**src/rtl/nrs_pkg.sv**
```systemverilog
`timescale 1ns/1ps
package nrs_pkg;
  typedef enum logic {
    RD_CONT = 1'b0,
    RD_BUF  = 1'b1
  } rd_mode_e;
endpackage

```
**src/rtl/nrs_col_ctr.sv**
```systemverilog
`timescale 1ns/1ps
// Column position within one page; knows where a page ends per mode.
module nrs_col_ctr #(
  parameter int COL_W       = 12,
  parameter int DATA_BYTES  = 2048,
  parameter int SPARE_BYTES = 64
) (
  input  logic             clk,
  input  logic             rst,
  input  logic             load_i,
  input  logic [COL_W-1:0] load_col_i,
  input  logic             adv_i,
  input  logic             buf_mode_i,
  output logic [COL_W-1:0] col_o,
  output logic             page_end_o,
  output logic             buf_last_o,
  output logic             in_spare_o
);
  localparam logic [COL_W-1:0] LAST_DATA = COL_W'(DATA_BYTES - 1);
  localparam logic [COL_W-1:0] LAST_COL  = COL_W'(DATA_BYTES + SPARE_BYTES - 1);
  localparam logic [COL_W-1:0] SPARE_LO  = COL_W'(DATA_BYTES);

  logic [COL_W-1:0] col_q;

  always_ff @(posedge clk) begin
    if (rst) begin
      col_q <= '0;
    end else if (load_i) begin
      col_q <= load_col_i;
    end else if (adv_i) begin
      if (page_end_o) col_q <= '0;
      else            col_q <= col_q + 1'b1;
    end
  end

  // Continuous reads leave the page after the last data byte.
  assign page_end_o = !buf_mode_i && (col_q == LAST_DATA);
  // Buffered reads stop on the last spare byte.
  assign buf_last_o = buf_mode_i && (col_q == LAST_COL);
  assign in_spare_o = (col_q >= SPARE_LO) && (col_q <= LAST_COL);
  assign col_o      = col_q;
endmodule

```
**src/rtl/nrs_row_ctr.sv**
```systemverilog
`timescale 1ns/1ps
// Page and block position; page carry ripples into block, block wraps at 2**BLK_W.
module nrs_row_ctr #(
  parameter int PAGE_W = 6,
  parameter int BLK_W  = 10
) (
  input  logic              clk,
  input  logic              rst,
  input  logic              load_i,
  input  logic [PAGE_W-1:0] load_page_i,
  input  logic [BLK_W-1:0]  load_blk_i,
  input  logic              inc_i,
  output logic [PAGE_W-1:0] page_o,
  output logic [BLK_W-1:0]  blk_o
);
  localparam logic [PAGE_W-1:0] LAST_PAGE = {PAGE_W{1'b1}};

  logic [PAGE_W-1:0] page_q;
  logic [BLK_W-1:0]  blk_q;

  always_ff @(posedge clk) begin
    if (rst) begin
      page_q <= '0;
      blk_q  <= '0;
    end else if (load_i) begin
      page_q <= load_page_i;
      blk_q  <= load_blk_i;
    end else if (inc_i) begin
      page_q <= page_q + 1'b1;
      if (page_q == LAST_PAGE) blk_q <= blk_q + 1'b1;
    end
  end

  assign page_o = page_q;
  assign blk_o  = blk_q;
endmodule

```
**src/rtl/nand_rd_seq.sv**
```systemverilog
`timescale 1ns/1ps
module nand_rd_seq #(
  parameter int ADDR_W      = 32,
  parameter int COL_W       = 12,
  parameter int PAGE_W      = 6,
  parameter int BLK_W       = 10,
  parameter int DATA_BYTES  = 2048,
  parameter int SPARE_BYTES = 64
) (
  input  logic              clk,
  input  logic              rst,
  input  logic              start_i,
  input  logic              mode_i,
  input  logic [ADDR_W-1:0] addr_i,
  input  logic              rd_en_i,
  output logic [ADDR_W-1:0] addr_o,
  output logic              valid_o,
  output logic              done_o,
  output logic              spare_o,
  output logic              page_cross_o
);
  import nrs_pkg::*;

  localparam int PAGE_LSB = COL_W;
  localparam int BLK_LSB  = COL_W + PAGE_W;
  localparam int USED_W   = BLK_LSB + BLK_W;
  localparam int PAD_W    = ADDR_W - USED_W;
  localparam logic [COL_W-1:0] LAST_COL = COL_W'(DATA_BYTES + SPARE_BYTES - 1);

  rd_mode_e          mode_q;
  logic              valid_q, done_q, cross_q;
  logic [COL_W-1:0]  col;
  logic [PAGE_W-1:0] page;
  logic [BLK_W-1:0]  blk;
  logic              page_end, buf_last, in_spare;

  rd_mode_e          mode_in;
  logic [COL_W-1:0]  col_in;
  logic [COL_W-1:0]  load_col;
  logic              take, adv, bad_start;

  assign mode_in   = rd_mode_e'(mode_i);
  assign col_in    = addr_i[COL_W-1:0];
  assign load_col  = (mode_in == RD_BUF) ? col_in : '0;
  assign bad_start = (mode_in == RD_BUF) && (col_in > LAST_COL);
  assign take      = valid_q && rd_en_i && !start_i;
  assign adv       = take && !buf_last;

  nrs_col_ctr #(
    .COL_W      (COL_W),
    .DATA_BYTES (DATA_BYTES),
    .SPARE_BYTES(SPARE_BYTES)
  ) u_col (
    .clk       (clk),
    .rst       (rst),
    .load_i    (start_i),
    .load_col_i(load_col),
    .adv_i     (adv),
    .buf_mode_i(mode_q == RD_BUF),
    .col_o     (col),
    .page_end_o(page_end),
    .buf_last_o(buf_last),
    .in_spare_o(in_spare)
  );

  nrs_row_ctr #(
    .PAGE_W(PAGE_W),
    .BLK_W (BLK_W)
  ) u_row (
    .clk        (clk),
    .rst        (rst),
    .load_i     (start_i),
    .load_page_i(addr_i[PAGE_LSB +: PAGE_W]),
    .load_blk_i (addr_i[BLK_LSB +: BLK_W]),
    .inc_i      (adv && page_end),
    .page_o     (page),
    .blk_o      (blk)
  );

  always_ff @(posedge clk) begin
    if (rst) begin
      mode_q  <= RD_CONT;
      valid_q <= 1'b0;
      done_q  <= 1'b0;
      cross_q <= 1'b0;
    end else if (start_i) begin
      mode_q  <= mode_in;
      valid_q <= !bad_start;
      done_q  <= bad_start;
      cross_q <= 1'b0;
    end else if (take) begin
      if (buf_last) begin
        valid_q <= 1'b0;
        done_q  <= 1'b1;
      end
      cross_q <= page_end;
    end else begin
      cross_q <= 1'b0;
    end
  end

  generate
    if (PAD_W > 0) begin : g_pad
      assign addr_o = {{PAD_W{1'b0}}, blk, page, col};
    end else begin : g_nopad
      assign addr_o = {blk, page, col};
    end
  endgenerate

  assign valid_o      = valid_q;
  assign done_o       = done_q;
  assign spare_o      = valid_q && (mode_q == RD_BUF) && in_spare;
  assign page_cross_o = cross_q;
endmodule

```
**config.mk**
```make
export PLATFORM = sky130hd
export DESIGN_NAME = nand_rd_seq
export DESIGN_NICKNAME = d
export VERILOG_FILES = /design/src/rtl/nrs_pkg.sv /design/src/rtl/nrs_col_ctr.sv /design/src/rtl/nrs_row_ctr.sv /design/src/rtl/nand_rd_seq.sv
export SDC_FILE = /design/constraint.sdc
export NUM_CORES = 1
export LEC_CHECK = 0
export ABC_CLOCK_PERIOD_IN_PS = 2950
export BUFFER_PORTS_ARGS = -buffer_cell sky130_fd_sc_hd__buf_2
export CORE_MARGIN = 5
export CORE_UTILIZATION = 42
export DETAILED_ROUTE_END_ITERATION = 6
export GPL_TIMING_DRIVEN = 0
export MAX_ROUTING_LAYER = met4
export PLACE_DENSITY_LB_ADDON = 0.15
export SYNTH_ARGS = -nofsm -noshare
export SYNTH_HDL_FRONTEND = slang
export SYNTH_HIERARCHICAL = 1
export SYNTH_SLANG_ARGS = --single-unit
```
**constraint.sdc**
```tcl
create_clock -name clk -period 2.95 [get_ports clk]
set_input_delay 0.59 -clock clk [delete_from_list [all_inputs] [get_ports clk]]
set_output_delay 0.59 -clock clk [all_outputs]
set_load 0.01 [all_outputs]
```
**After elaboration in Yosys (flattened, before gate mapping)**

Index checks and enable logic that the tools add are counted.

- Bits of input ports: 37
- Register bits after elaboration: 32
- Output and inout bits: 36
- Logic and storage cells: 54

- $add $sub $neg: 3
- Bitwise logic cells: 1
- Reductions and logical operators: 22
- Equality and inequality tests: 3
- Multiplexer cells: 15
- Order comparisons: 3

Operators by type and width:

| kind | count |
|---|---|
| $mux W12 | 4 |
| $mux W10 | 3 |
| $add A12 B1 Y12 const B | 1 |
| $eq A12 B11 Y1 const B | 1 |
| $eq A12 B12 Y1 const B | 1 |
| $ge A12 B12 Y1 const B | 1 |
| $gt A12 B12 Y1 const B | 1 |
| $le A12 B12 Y1 const B | 1 |
| $mux W6 | 2 |
| $add A10 B1 Y10 const B | 1 |
| $logic_and A1 B1 Y1 | 10 |
| $reduce_bool A2 Y1 | 5 |
| $add A6 B1 Y6 const B | 1 |
| $eq A6 B6 Y1 const B | 1 |
| $mux W1 | 6 |
| $logic_not A1 Y1 | 4 |
| $reduce_and A2 Y1 | 2 |
| $reduce_or A3 Y1 | 1 |
| $not A1 Y1 | 1 |

**Depth between registers and ports, before layout**

Gate-level depths: netlist (run 1).

- Depth in word-level cells: 7
- Mapped depth: 10
- Mapped depth without buffers: 9

**Cells and area by module**

Netlist (run 1), hierarchy kept.

By module, submodules not included:

| module | area each (µm²) | cells each | instances | seq. area each (µm²) |
|---|---|---|---|---|
| nrs_row_ctr | 920.9 | 101 | 1 | 320.3 |
| nrs_col_ctr | 785.8 | 97 | 1 | 240.2 |
| nand_rd_seq | 301.5 | 40 | 1 | 80.1 |

**Worst setup path after synthesis (run 1)**

No wires, ideal clock.

- Path type: flip-flop to flip-flop
- Start point: register u_col.col_q[0], in the netlist u_col/col_o[0]
- End point: register u_row.blk_q[7], in the netlist u_row/blk_o[7]
- Cell stages (with the launch flop): 11
- Setup slack: 650 ps
- Arrival time: 2221 ps
- Period minus slack after synthesis: 2300 ps
- Data required time: 2871 ps
- Setup time: 79 ps
- Buffers on the path: 1
- Path through: dfxtp_1 > ha_1 > nand2_1 > nor4_2 > nand4b_1 > nor2_1 > buf_4 > nand3_4 > nor4_2 > xnor2_1 > a211oi_2

- Elaborated cells between the ends (all ways): 9
- Classes of those cells: 2 x eq/ne; 7 x reduce/logical

RTL lines:

| what | line | RTL |
|---|---|---|
| start: declaration | nrs_col_ctr.sv:23 | `logic [COL_W-1:0] col_q;` |
| start signal: assignment | nrs_col_ctr.sv:29 | `col_q <= load_col_i;` |
| start signal: assignment | nrs_col_ctr.sv:32 | `else col_q <= col_q + 1'b1;` |
| $eq A12 B11 Y1 | nrs_col_ctr.sv:37 | `assign page_end_o = !buf_mode_i && (col_q == LAST_DATA);` |
| $logic_and A1 B1 Y1 | nrs_col_ctr.sv:37 |  |
| named net page_end | nand_rd_seq.sv:35 | `logic page_end, buf_last, in_spare;` |
| $logic_and A1 B1 Y1 | nand_rd_seq.sv:75 | `.inc_i (adv && page_end),` |
| $reduce_bool A2 Y1 (no line) | - |  |
| $reduce_and A2 Y1 (no line) | - |  |
| end signal: assignment | nrs_row_ctr.sv:27 | `blk_q <= load_blk_i;` |
| end signal: assignment | nrs_row_ctr.sv:30 | `if (page_q == LAST_PAGE) blk_q <= blk_q + 1'b1;` |
| end: declaration | nrs_row_ctr.sv:19 | `logic [BLK_W-1:0] blk_q;` |

The timed path passes the listed nets, and every way through them passes these cells.
A chain may end at the register's enable or synchronous reset.

**Worst setup path after layout (run 1)**

- Start point: register u_col.col_q[0], in the netlist u_col/col_o[0]
- End point: register u_row.blk_q[8], in the netlist u_row/blk_o[8]

The elaborated chain is that of the path after synthesis.

==> results of run 1 <==
[worst register-to-register path: stages (launching register included)]
cell and delay [ps]:
dfxtp_1 410, ha_1 280, nand2_1 200, nor4_2 380, nand4b_1 190, nor2_1 140, buf_4 170, nand3_4 150
nor4_2 340, xnor2_1 110, a211oi_2 210
[worst max path at each step]
stage	slack, ps	start	depth (start not counted)	endpoint
after detailed placement	210	u_col/col_o[0]$_SDFFE_PP0P_	9	u_col/col_o[6]$_SDFFE_PP0P_
after global routing	20	u_col/col_o[0]$_SDFFE_PP0P_	10	u_row/blk_o[8]$_SDFFE_PP0P_
after floorplan	650	u_col/col_o[0]$_SDFFE_PP0P_	10	u_row/blk_o[7]$_SDFFE_PP0P_
final	290	u_col/col_o[0]$_SDFFE_PP0P_	10	u_row/blk_o[8]$_SDFFE_PP0P_
after global placement	230	u_col/col_o[0]$_SDFFE_PP0P_	8	u_col/col_o[11]$_SDFFE_PP0P_
after CTS	180	u_col/col_o[0]$_SDFFE_PP0P_	9	u_col/col_o[6]$_SDFFE_PP0P_
[stage by stage]
stage / instances / hold WS, ps
2_1_floorplan: 241 / 483.8
3_3_place_gp: 359 / 462.6
3_5_place_dp: 359 / 470.7
4_1_cts: 367 / 480.8
5_1_grt: 367 / 511.2
6_report: 367 / 477.1
[power by group through the flow]
stage / registers, mW / clock network, mW / logic [mW]
6_report: 0.491 / 0.426 / 0.170
2_1_floorplan: 0.505 / 0 / 0.0887
5_1_grt: 0.496 / 0.458 / 0.187
3_5_place_dp: 0.500 / 0 / 0.170
4_1_cts: 0.491 / 0.436 / 0.170
3_3_place_gp: 0.500 / 0 / 0.168
[layer usage]
| metal | up-vias | share of wire, % | global-route usage, % |
|---|---|---|---|
| met2 | 53 | 49 | 29.97 |
| met3 | 6 | 6.0 | 4.875 |
| met5 | - | 0 | - |
| met4 | 0 | 0.93 | 5.670 |
| li1 | 1002 | - | - |
| met1 | 947 | 44 | 23.16 |
[kinds of logic after synthesis]
| family | after synthesis | synth area share [%] |
|---|---|---|
| buffers and inverters | 22 | 5.732 |
| adders and majority gates | 4 | 2.492 |
| other | 1 | 0.1867 |
| AOI/OAI and AO/OA | 48 | 18.26 |
| muxes | 4 | 1.994 |
| xor gates and xnor gates | 19 | 8.287 |
| and+or+nand+nor | 108 | 31.15 |
| DFF | 32 | 31.90 |
[flip-flops by register name (all words and copies together), names as in the netlist]
signal,flops
u_row/page_o,6
mode_q,1
valid_o,1
done_o,1
page_cross_o,1
u_row/blk_o,10
u_col/col_o,12
[final cells by class]
cell class                 count  area (sq um)  area share [%]
clock buffer                   5         68.82           2.727
multi-input combinational    187          1269           50.27
buffer                        13         81.33           3.223
inverter                       9         33.78           1.339
tap                           54         67.56           2.677
sequential                    32         640.6           25.38
timing repair buffer          64         320.3           12.69
clock inverter                 3         42.54           1.686
[Yosys cell counts, types with 2 or more instances]
cell	count	area (sq um)
o21ai_0	2	10.01
and3_1	9	56.30
xnor2_1	16	140.1
a211oi_1	5	37.54
and2_1	11	68.82
mux2i_1	4	40.04
clkbuf_1	3	11.26
nor4_1	2	12.51
nor4_2	6	75.07
ha_1	4	50.05
buf_4	5	37.54
a21oi_1	19	95.09
buf_2	2	10.01
nor3_1	13	65.06
o211ai_1	3	22.52
dfxtp_1	32	640.6
a211oi_2	6	75.07
inv_1	8	30.03
nand4_1	5	31.28
o21a_1	3	22.52
nor2_1	23	86.33
nand2_1	18	67.56
nand3_1	11	55.05
a311oi_1	2	17.52
o2bb2ai_1	2	17.52
xor2_1	3	26.28
[what timing repair did]
item                                   in CTS  in global routing
setup buffers                               0                  0
gates resized for setup                     0                  1
setup endpoints to repair                   0                  3
endpoints found under the hold margin       0                  0
==> impl_metrics.ini, run 1 <==
[setup_path]
r2r-end = u_row/blk_o[8]$_SDFFE_PP0P_
crit_family = simple AND/OR/NAND/NOR gates
timing.rr.start = u_col/col_o[0]$_SDFFE_PP0P_
critPathKind = flip-flop to flip-flop
worst_ep_arrival_time_ps = 2870
critPathRequiredTime_ps = 3160
crit_path_end_kind = flip-flop
startpoint_type = flip-flop
path_cells = ha_1, nand2_1, nor4_2, nand4b_1, nor2_1, buf_4, nand3_4, nor4_2, xnor2_1, a211oi_2
critPathMaxFanout = 9
crit_slowest_cell = dfxtp_1
cpMostUsedCell = nor4_2
r2r_cells = 10
cp_slowest_stage_delay_ps = 410
reg2reg_slack_ps = 290
cp_num_buf_inv = 1

[synthesis]
synth_seq_cells = 32
syn_avg_cell_area_sq_um = 8.438
syn_inst = 238
yosysSeqAreaShare_pct = 31.90
synthFlopType = dfxtp_1
synth_edf_count = 0
async_flop_share_pct = 0
yosys_warnings = 6
synth_area_sq_mm = 0.002008
yosysUniqueCellTypes = 47

[min_path]
hold_class = flip-flop to flip-flop
min_from = done_o$_SDFFE_PP0P_
min_delay_path_depth = 2
hold_path_end = done_o$_SDFFE_PP0P_

[flow_run]
drv_cap = 0

[route]
avgRoutedWirePerCell_um = 15.18
ant_nets = 0
via_count = 2008
drt_wl_total_um = 5572
viasPerCell = 5.471
firstDrtPassIters = 4
first_iter_violations = 119
drcViolationCount = 0

[floorplan]
die_area_sq_mm = 0.006264
io-pin-count = 73
die-width_um = 79.15
coreArea_sq_mm = 0.004692
start_util_pct = 42.80
die_y_um = 79.15
core.rowCount = 25

[cts]
cts_tree = done
hold_buffers = 0
clkTransAtPathRegs_ps = 70
clock_latency_ps = 290
cts.sinks = 32
cts_buffer_depth = 2
root_buffer = clkbuf_8
ctsHtreeMaxLevel = 2
cts_buffers = 5

[sta]
drv_slew = 0
tightest_slew_ps = 542.5
fin_ws_ps = 293.5
setup_viol = 0
finalClockSkew_ps = 8.530
rsz0062_at_grt = false
min_period_ps = 2656
fin_tns_setup_ps = 0
relSlewSlack_pct = 63.84
period_share_pct = 90.05
fmax_ghz = 0.3764
hold_viol_final = 0

[power]
p_seq_share_pct = 45.2
intPower_uw = 785.2
p_leak_nw = 1.060
power.switching_uw = 301.7
p_clk_share_pct = 39.2
switching_share_pct = 27.76
powerDensity_mw_per_mm2 = 430.7
ir_drop_mv = 0.2148
comb_power_share_pct = 15.7
power_mw = 1.087

[global_routing]
grt_pass1_wl_um = 9149
grt-ovfl-total = 0
grt_pass1_vias = 1899
grt_usage_pct = 18.71
grt_max_degree = 19
grt_antenna_before_repair = 0

[cells_and_area]
fillers = 480
final_common_cell = buf_2
drive_gt1_share_pct = 31.95
n_antenna_cell = 0
mostFrequentLayoutCells = buf_2 (66), dfxtp_1 (32), nor2_1 (23), a21oi_1 (19), nand2_1 (18)
syn_to_final_growth_pct = 25.67
post-route-util_pct = 53.79
nets = 353
design_area_sq_mm = 0.002524

[run_status]
status = finished clean

[place]
dpl_cell_area_sq_mm = 0.002407
io_buffers = 64
routabilityCongestion = 0.8147
hpwl_um = 4156
post-place-ws_ps = 211.5
Power figures use the tool's default switching activity.
==> run 2: changes to the inputs <==
--- a/config.mk
+++ b/config.mk
@@ -5,7 +5,7 @@
 export SDC_FILE = /design/constraint.sdc
 export NUM_CORES = 1
 export LEC_CHECK = 0
-export ABC_CLOCK_PERIOD_IN_PS = 2950
+export ABC_CLOCK_PERIOD_IN_PS = 3200
 export BUFFER_PORTS_ARGS = -buffer_cell sky130_fd_sc_hd__buf_2
 export CORE_MARGIN = 5
 export CORE_UTILIZATION = 42
@@ -13,6 +13,7 @@
 export GPL_TIMING_DRIVEN = 0
 export MAX_ROUTING_LAYER = met4
 export PLACE_DENSITY_LB_ADDON = 0.15
+export RECOVER_POWER = 50
 export SYNTH_ARGS = -nofsm -noshare
 export SYNTH_HDL_FRONTEND = slang
 export SYNTH_HIERARCHICAL = 1
==> constraint.sdc (replaced) <==
create_clock -name clk -period 3.2 [get_ports clk]
set_input_delay 0.64 -clock clk [delete_from_list [all_inputs] [get_ports clk]]
set_output_delay 0.64 -clock clk [all_outputs]
set_load 0.01 [all_outputs]
==> impl_metrics.ini, run 2 (synthesized netlist as in run 1, its figures left out) <==
[power]
p_leak_nw = 0.9344
power_uw = 996.8
p_clk_share_pct = 39.5
p_seq_share_pct = 45.4
powerDensity_mw_per_mm2 = 402.2
ir_drop_mv = 0.1978
power.switching_uw = 278.8
intPower_uw = 718.1
switching_share_pct = 27.96
comb_power_share_pct = 15.1

[floorplan]
io-pin-count = 73
core.rowCount = 25
die-width_um = 79.15
die_y_um = 79.15
coreArea_sq_mm = 0.004692
start_util_pct = 42.80
die_area_sq_mm = 0.006264

[sta]
tightest_slew_ps = 847.4
hold_viol_final = 0
fin_tns_setup_ps = 0
fmax_ghz = 0.3626
rsz0062_at_grt = false
min_period_ps = 2758
setup_viol = 0
fin_ws_ps = 442.1
timing.hold.ws_ps = 479.8
drv_slew = 0
period_share_pct = 86.19
finalClockSkew_ps = 8.801
relSlewSlack_pct = 43.50

[cells_and_area]
instances_no_fill = 367
largest_register_ffs = 12
drive_gt1_share_pct = 21.41
n_antenna_cell = 0
fillers = 495
syn_to_final_growth_pct = 23.43
nets = 353
final_common_cell = clkbuf_1
mostFrequentLayoutCells = clkbuf_1 (35), buf_2 (34), dfxtp_1 (32), nor2_1 (23), a21oi_1 (19)

[global_routing]
grt_max_degree = 19
grt_pass1_wl_um = 9149
grt_antenna_before_repair = 0
grt_pass1_vias = 1899
grt_usage_pct = 18.71
grt-ovfl-total = 0

[route]
ant_nets = 0
drt_wl_total_um = 5564
first_iter_violations = 102
avgRoutedWirePerCell_um = 15.16
firstDrtPassIters = 4
viasPerCell = 5.466
drcViolationCount = 0
via_count = 2006

[cts]
clkTransAtPathRegs_ps = 70
cts_setup_buffers = 0
hold_buffers = 0
ctsHtreeMaxLevel = 2
cts_buffer_depth = 2
root_buffer = clkbuf_8
cts.sinks = 32
cts_tree = done
clock_latency_ps = 290
cts_buffers = 5
cts-resized-gates = 0

[place]
post-place-ws_ps = 461.5
io_buffers = 64
routabilityCongestion = 0.8147
dp_cells = 359
hpwl_um = 4156

[run_status]
status = finished clean

[setup_path]
startpoint_type = flip-flop
worst_ep_arrival_time_ps = 2970
r2r_cells = 9
critPathKind = flip-flop to flip-flop
crit_path_end_kind = flip-flop
critPathRequiredTime_ps = 3410
reg2reg_slack_ps = 440
critPathMaxFanout = 10

[min_path]
hold_class = flip-flop to flip-flop
min_delay_path_depth = 2

[flow_run]
drv_cap = 0
## run 2: area by class of cell
type / count / area [sq um] / area share, %
buffer: 13 / 81.33 / 3.281
clock inverter: 3 / 42.54 / 1.716
tap: 54 / 67.56 / 2.726
sequential: 32 / 640.6 / 25.85
inverter: 9 / 33.78 / 1.363
multi-input combinational: 187 / 1264 / 50.98
clock buffer: 5 / 68.82 / 2.776
timing repair buffer: 64 / 280.3 / 11.31
## run 2: stage by stage
step,utilization [%],cell area (sq um)
floorplan,-,2019
global placement,51.31,2407
detailed placement,51.31,2407
CTS,53.68,2519
global route,52.83,2479
finish,52.83,2479
## run 2: critical path, cell delays in order, from the launching register on
cell	delay, ps
dfxtp_1	360
ha_1	260
nand2_1	220
nor2_1	70
and3_1	190
nor3_1	570
inv_1	340
nor3_1	330
xnor2_1	110
a211oi_1	220
## run 2: power groups by stage
stage | Clock (mW) | Sequential, mW | Combinational, mW
after CTS | 0.402 | 0.452 | 0.157
after global routing | 0.422 | 0.458 | 0.167
after global placement | 0 | 0.461 | 0.155
after detailed placement | 0 | 0.461 | 0.157
after floorplan | 0 | 0.466 | 0.0817
final | 0.394 | 0.453 | 0.150
## run 2: final timing paths
path	start	end
max reg2reg	u_col/col_o[0]$_SDFFE_PP0P_	u_col/col_o[6]$_SDFFE_PP0P_
min	done_o$_SDFFE_PP0P_	done_o$_SDFFE_PP0P_
max	u_col/col_o[0]$_SDFFE_PP0P_	u_col/col_o[6]$_SDFFE_PP0P_
min reg2reg	done_o$_SDFFE_PP0P_	done_o$_SDFFE_PP0P_
## run 2: routing by layer
metal / vias to the layer above / track usage [%] / wire length [um]
met5: - / - / 0
met1: 934 / 23.16 / 2467
met2: 66 / 29.97 / 2677
met4: 0 / 5.670 / 57
li1: 999 / - / -
met3: 7 / 4.875 / 362
==> run 3: changes to the inputs <==
--- a/config.mk
+++ b/config.mk
@@ -8,7 +8,7 @@
 export ABC_CLOCK_PERIOD_IN_PS = 3200
 export BUFFER_PORTS_ARGS = -buffer_cell sky130_fd_sc_hd__buf_2
 export CORE_MARGIN = 5
-export CORE_UTILIZATION = 42
+export CORE_UTILIZATION = 44
 export DETAILED_ROUTE_END_ITERATION = 6
 export GPL_TIMING_DRIVEN = 0
 export MAX_ROUTING_LAYER = met4
==> impl_metrics.ini, run 3 (synthesized netlist as in run 1, its figures left out) <==
[run_status]
status = finished clean

[power]
ir_drop_mv = 0.3217
powerDensity_mw_per_mm2 = 402.6
p_leak_nw = 0.9344

[sta]
min_period_ps = 2876
finalClockSkew_ps = 8.297
period_share_pct = 89.89
relSlewSlack_pct = 46.35
fmax_ghz = 0.3476
fin_tns_setup_ps = 0
drv_slew = 0
tightest_slew_ps = 804.8
hold_viol_final = 0
timing.hold.ws_ps = 474.3
rsz0062_at_grt = false
setup_viol = 0

[cells_and_area]
largest_register_ffs = 12
mostFrequentLayoutCells = clkbuf_1 (35), buf_2 (34), dfxtp_1 (32), nor2_1 (23), a21oi_1 (19)
multiInputGateArea_sq_mm = 0.001264
final_common_cell = clkbuf_1
syn_to_final_growth_pct = 23.30
post-route-util_pct = 56.48
regArea_sq_um = 640.6
fillers = 455
drive_gt1_share_pct = 21.41
n_antenna_cell = 0
nets = 353

[global_routing]
grt_max_degree = 19
grt_pass1_wl_um = 8935
grt_usage_pct = 18.39
grt-ovfl-total = 0
grt_pass1_vias = 1831
grt_antenna_before_repair = 0

[floorplan]
coreArea_sq_mm = 0.004384
die_area_sq_mm = 0.006015
die-width_um = 77.56
core.rowCount = 24
die_y_um = 77.56
start_util_pct = 45.80
io-pin-count = 73

[setup_path]
crit_family = simple AND/OR/NAND/NOR gates
startpoint_type = flip-flop
cpMostUsedCell = nor3_1
path_cells = ha_1, nand2_1, nor2_1, and3_1, nor3_1, inv_1, nor3_1, xnor2_1, a211oi_1
crit_slowest_cell = nor3_1
critPathMaxFanout = 10
worst_ep_arrival_time_ps = 3060
cp_num_buf_inv = 1
crit_path_end_kind = flip-flop
critPathKind = flip-flop to flip-flop
cp_slowest_stage_delay_ps = 630
critPathRequiredTime_ps = 3380

[flow_run]
drv_cap = 0

[route]
first_iter_violations = 173
drcViolationCount = 0
avgRoutedWirePerCell_um = 15.04
via_count = 1983
firstDrtPassIters = 4
ant_nets = 0
viasPerCell = 5.433
drt_wl_total_um = 5491

[cts]
clock_latency_ps = 290
cts_buffer_depth = 2
root_buffer = clkbuf_8
cts.sinks = 32
cts-resized-gates = 0
cts_setup_buffers = 0
clkTransAtPathRegs_ps = 70
hold_buffers = 0
cts_buffers = 5
ctsHtreeMaxLevel = 2
cts_tree = done

[min_path]
hold_class = flip-flop to flip-flop

[place]
io_buffers = 64
routabilityCongestion = 0.8394
hpwl_um = 4034
==> run 3: cell counts in the layout (fill, tap and decap cells not counted) <==
Identical to the previous run, type by type.
==> run 3: worst paths after layout <==
check | from | endpoint | slack [ps] | cells past startpoint
max reg2reg | u_col/col_o[0]$_SDFFE_PP0P_ | u_col/col_o[6]$_SDFFE_PP0P_ | 320 | 9
max | u_col/col_o[0]$_SDFFE_PP0P_ | u_col/col_o[6]$_SDFFE_PP0P_ | 320 | 9
min | done_o$_SDFFE_PP0P_ | done_o$_SDFFE_PP0P_ | 470 | 2
min reg2reg | done_o$_SDFFE_PP0P_ | done_o$_SDFFE_PP0P_ | 470 | 2
==> run 3: power by group <==
group | total [mW] | switching (mW) | internal [mW]
Combinational | 0.150 | 0.0832 | 0.0669
Clock | 0.394 | 0.163 | 0.230
Sequential | 0.453 | 0.0322 | 0.421
Total | 0.997 | 0.279 | 0.718
==> run 3: stage by stage <==
stage                     area [sq um]  total power [mW]  std cells  setup slack [ps]
after floorplan                   2019            0.5476        241             899.6
after global placement            2405            0.6143        357             484.4
after detailed placement          2405            0.6172        357             377.1
after CTS                         2516             1.012        365             340.1
after global routing              2476             1.045        365             63.29
final                             2476            0.9968        365             323.5
==> run 3: worst register-to-register path, cell delays in order (launching register included) <==
cell	delay, ps
dfxtp_1	360
ha_1	260
nand2_1	200
nor2_1	80
and3_1	210
nor3_1	630
inv_1	350
nor3_1	300
xnor2_1	100
a211oi_1	280
==> run 3: per-layer routing <==
metal	GRT usage, %	vias up	part of all wire [%]
met1	25.16	911	47
li1	-	1001	-
met3	3.935	4	6.2
met2	27.02	67	45
met5	-	-	0
met4	5.842	0	0.89
==> run 3: final cells by class <==
class / instances / area share, %
flip-flops and latches: 32 / 25.87
repair buffers: 64 / 11.32
well taps: 52 / 2.628
clock buffers: 5 / 2.779
plain buffers: 13 / 3.284
multi-input cells: 187 / 51.04
clock inverters: 3 / 1.718
inverters: 9 / 1.364
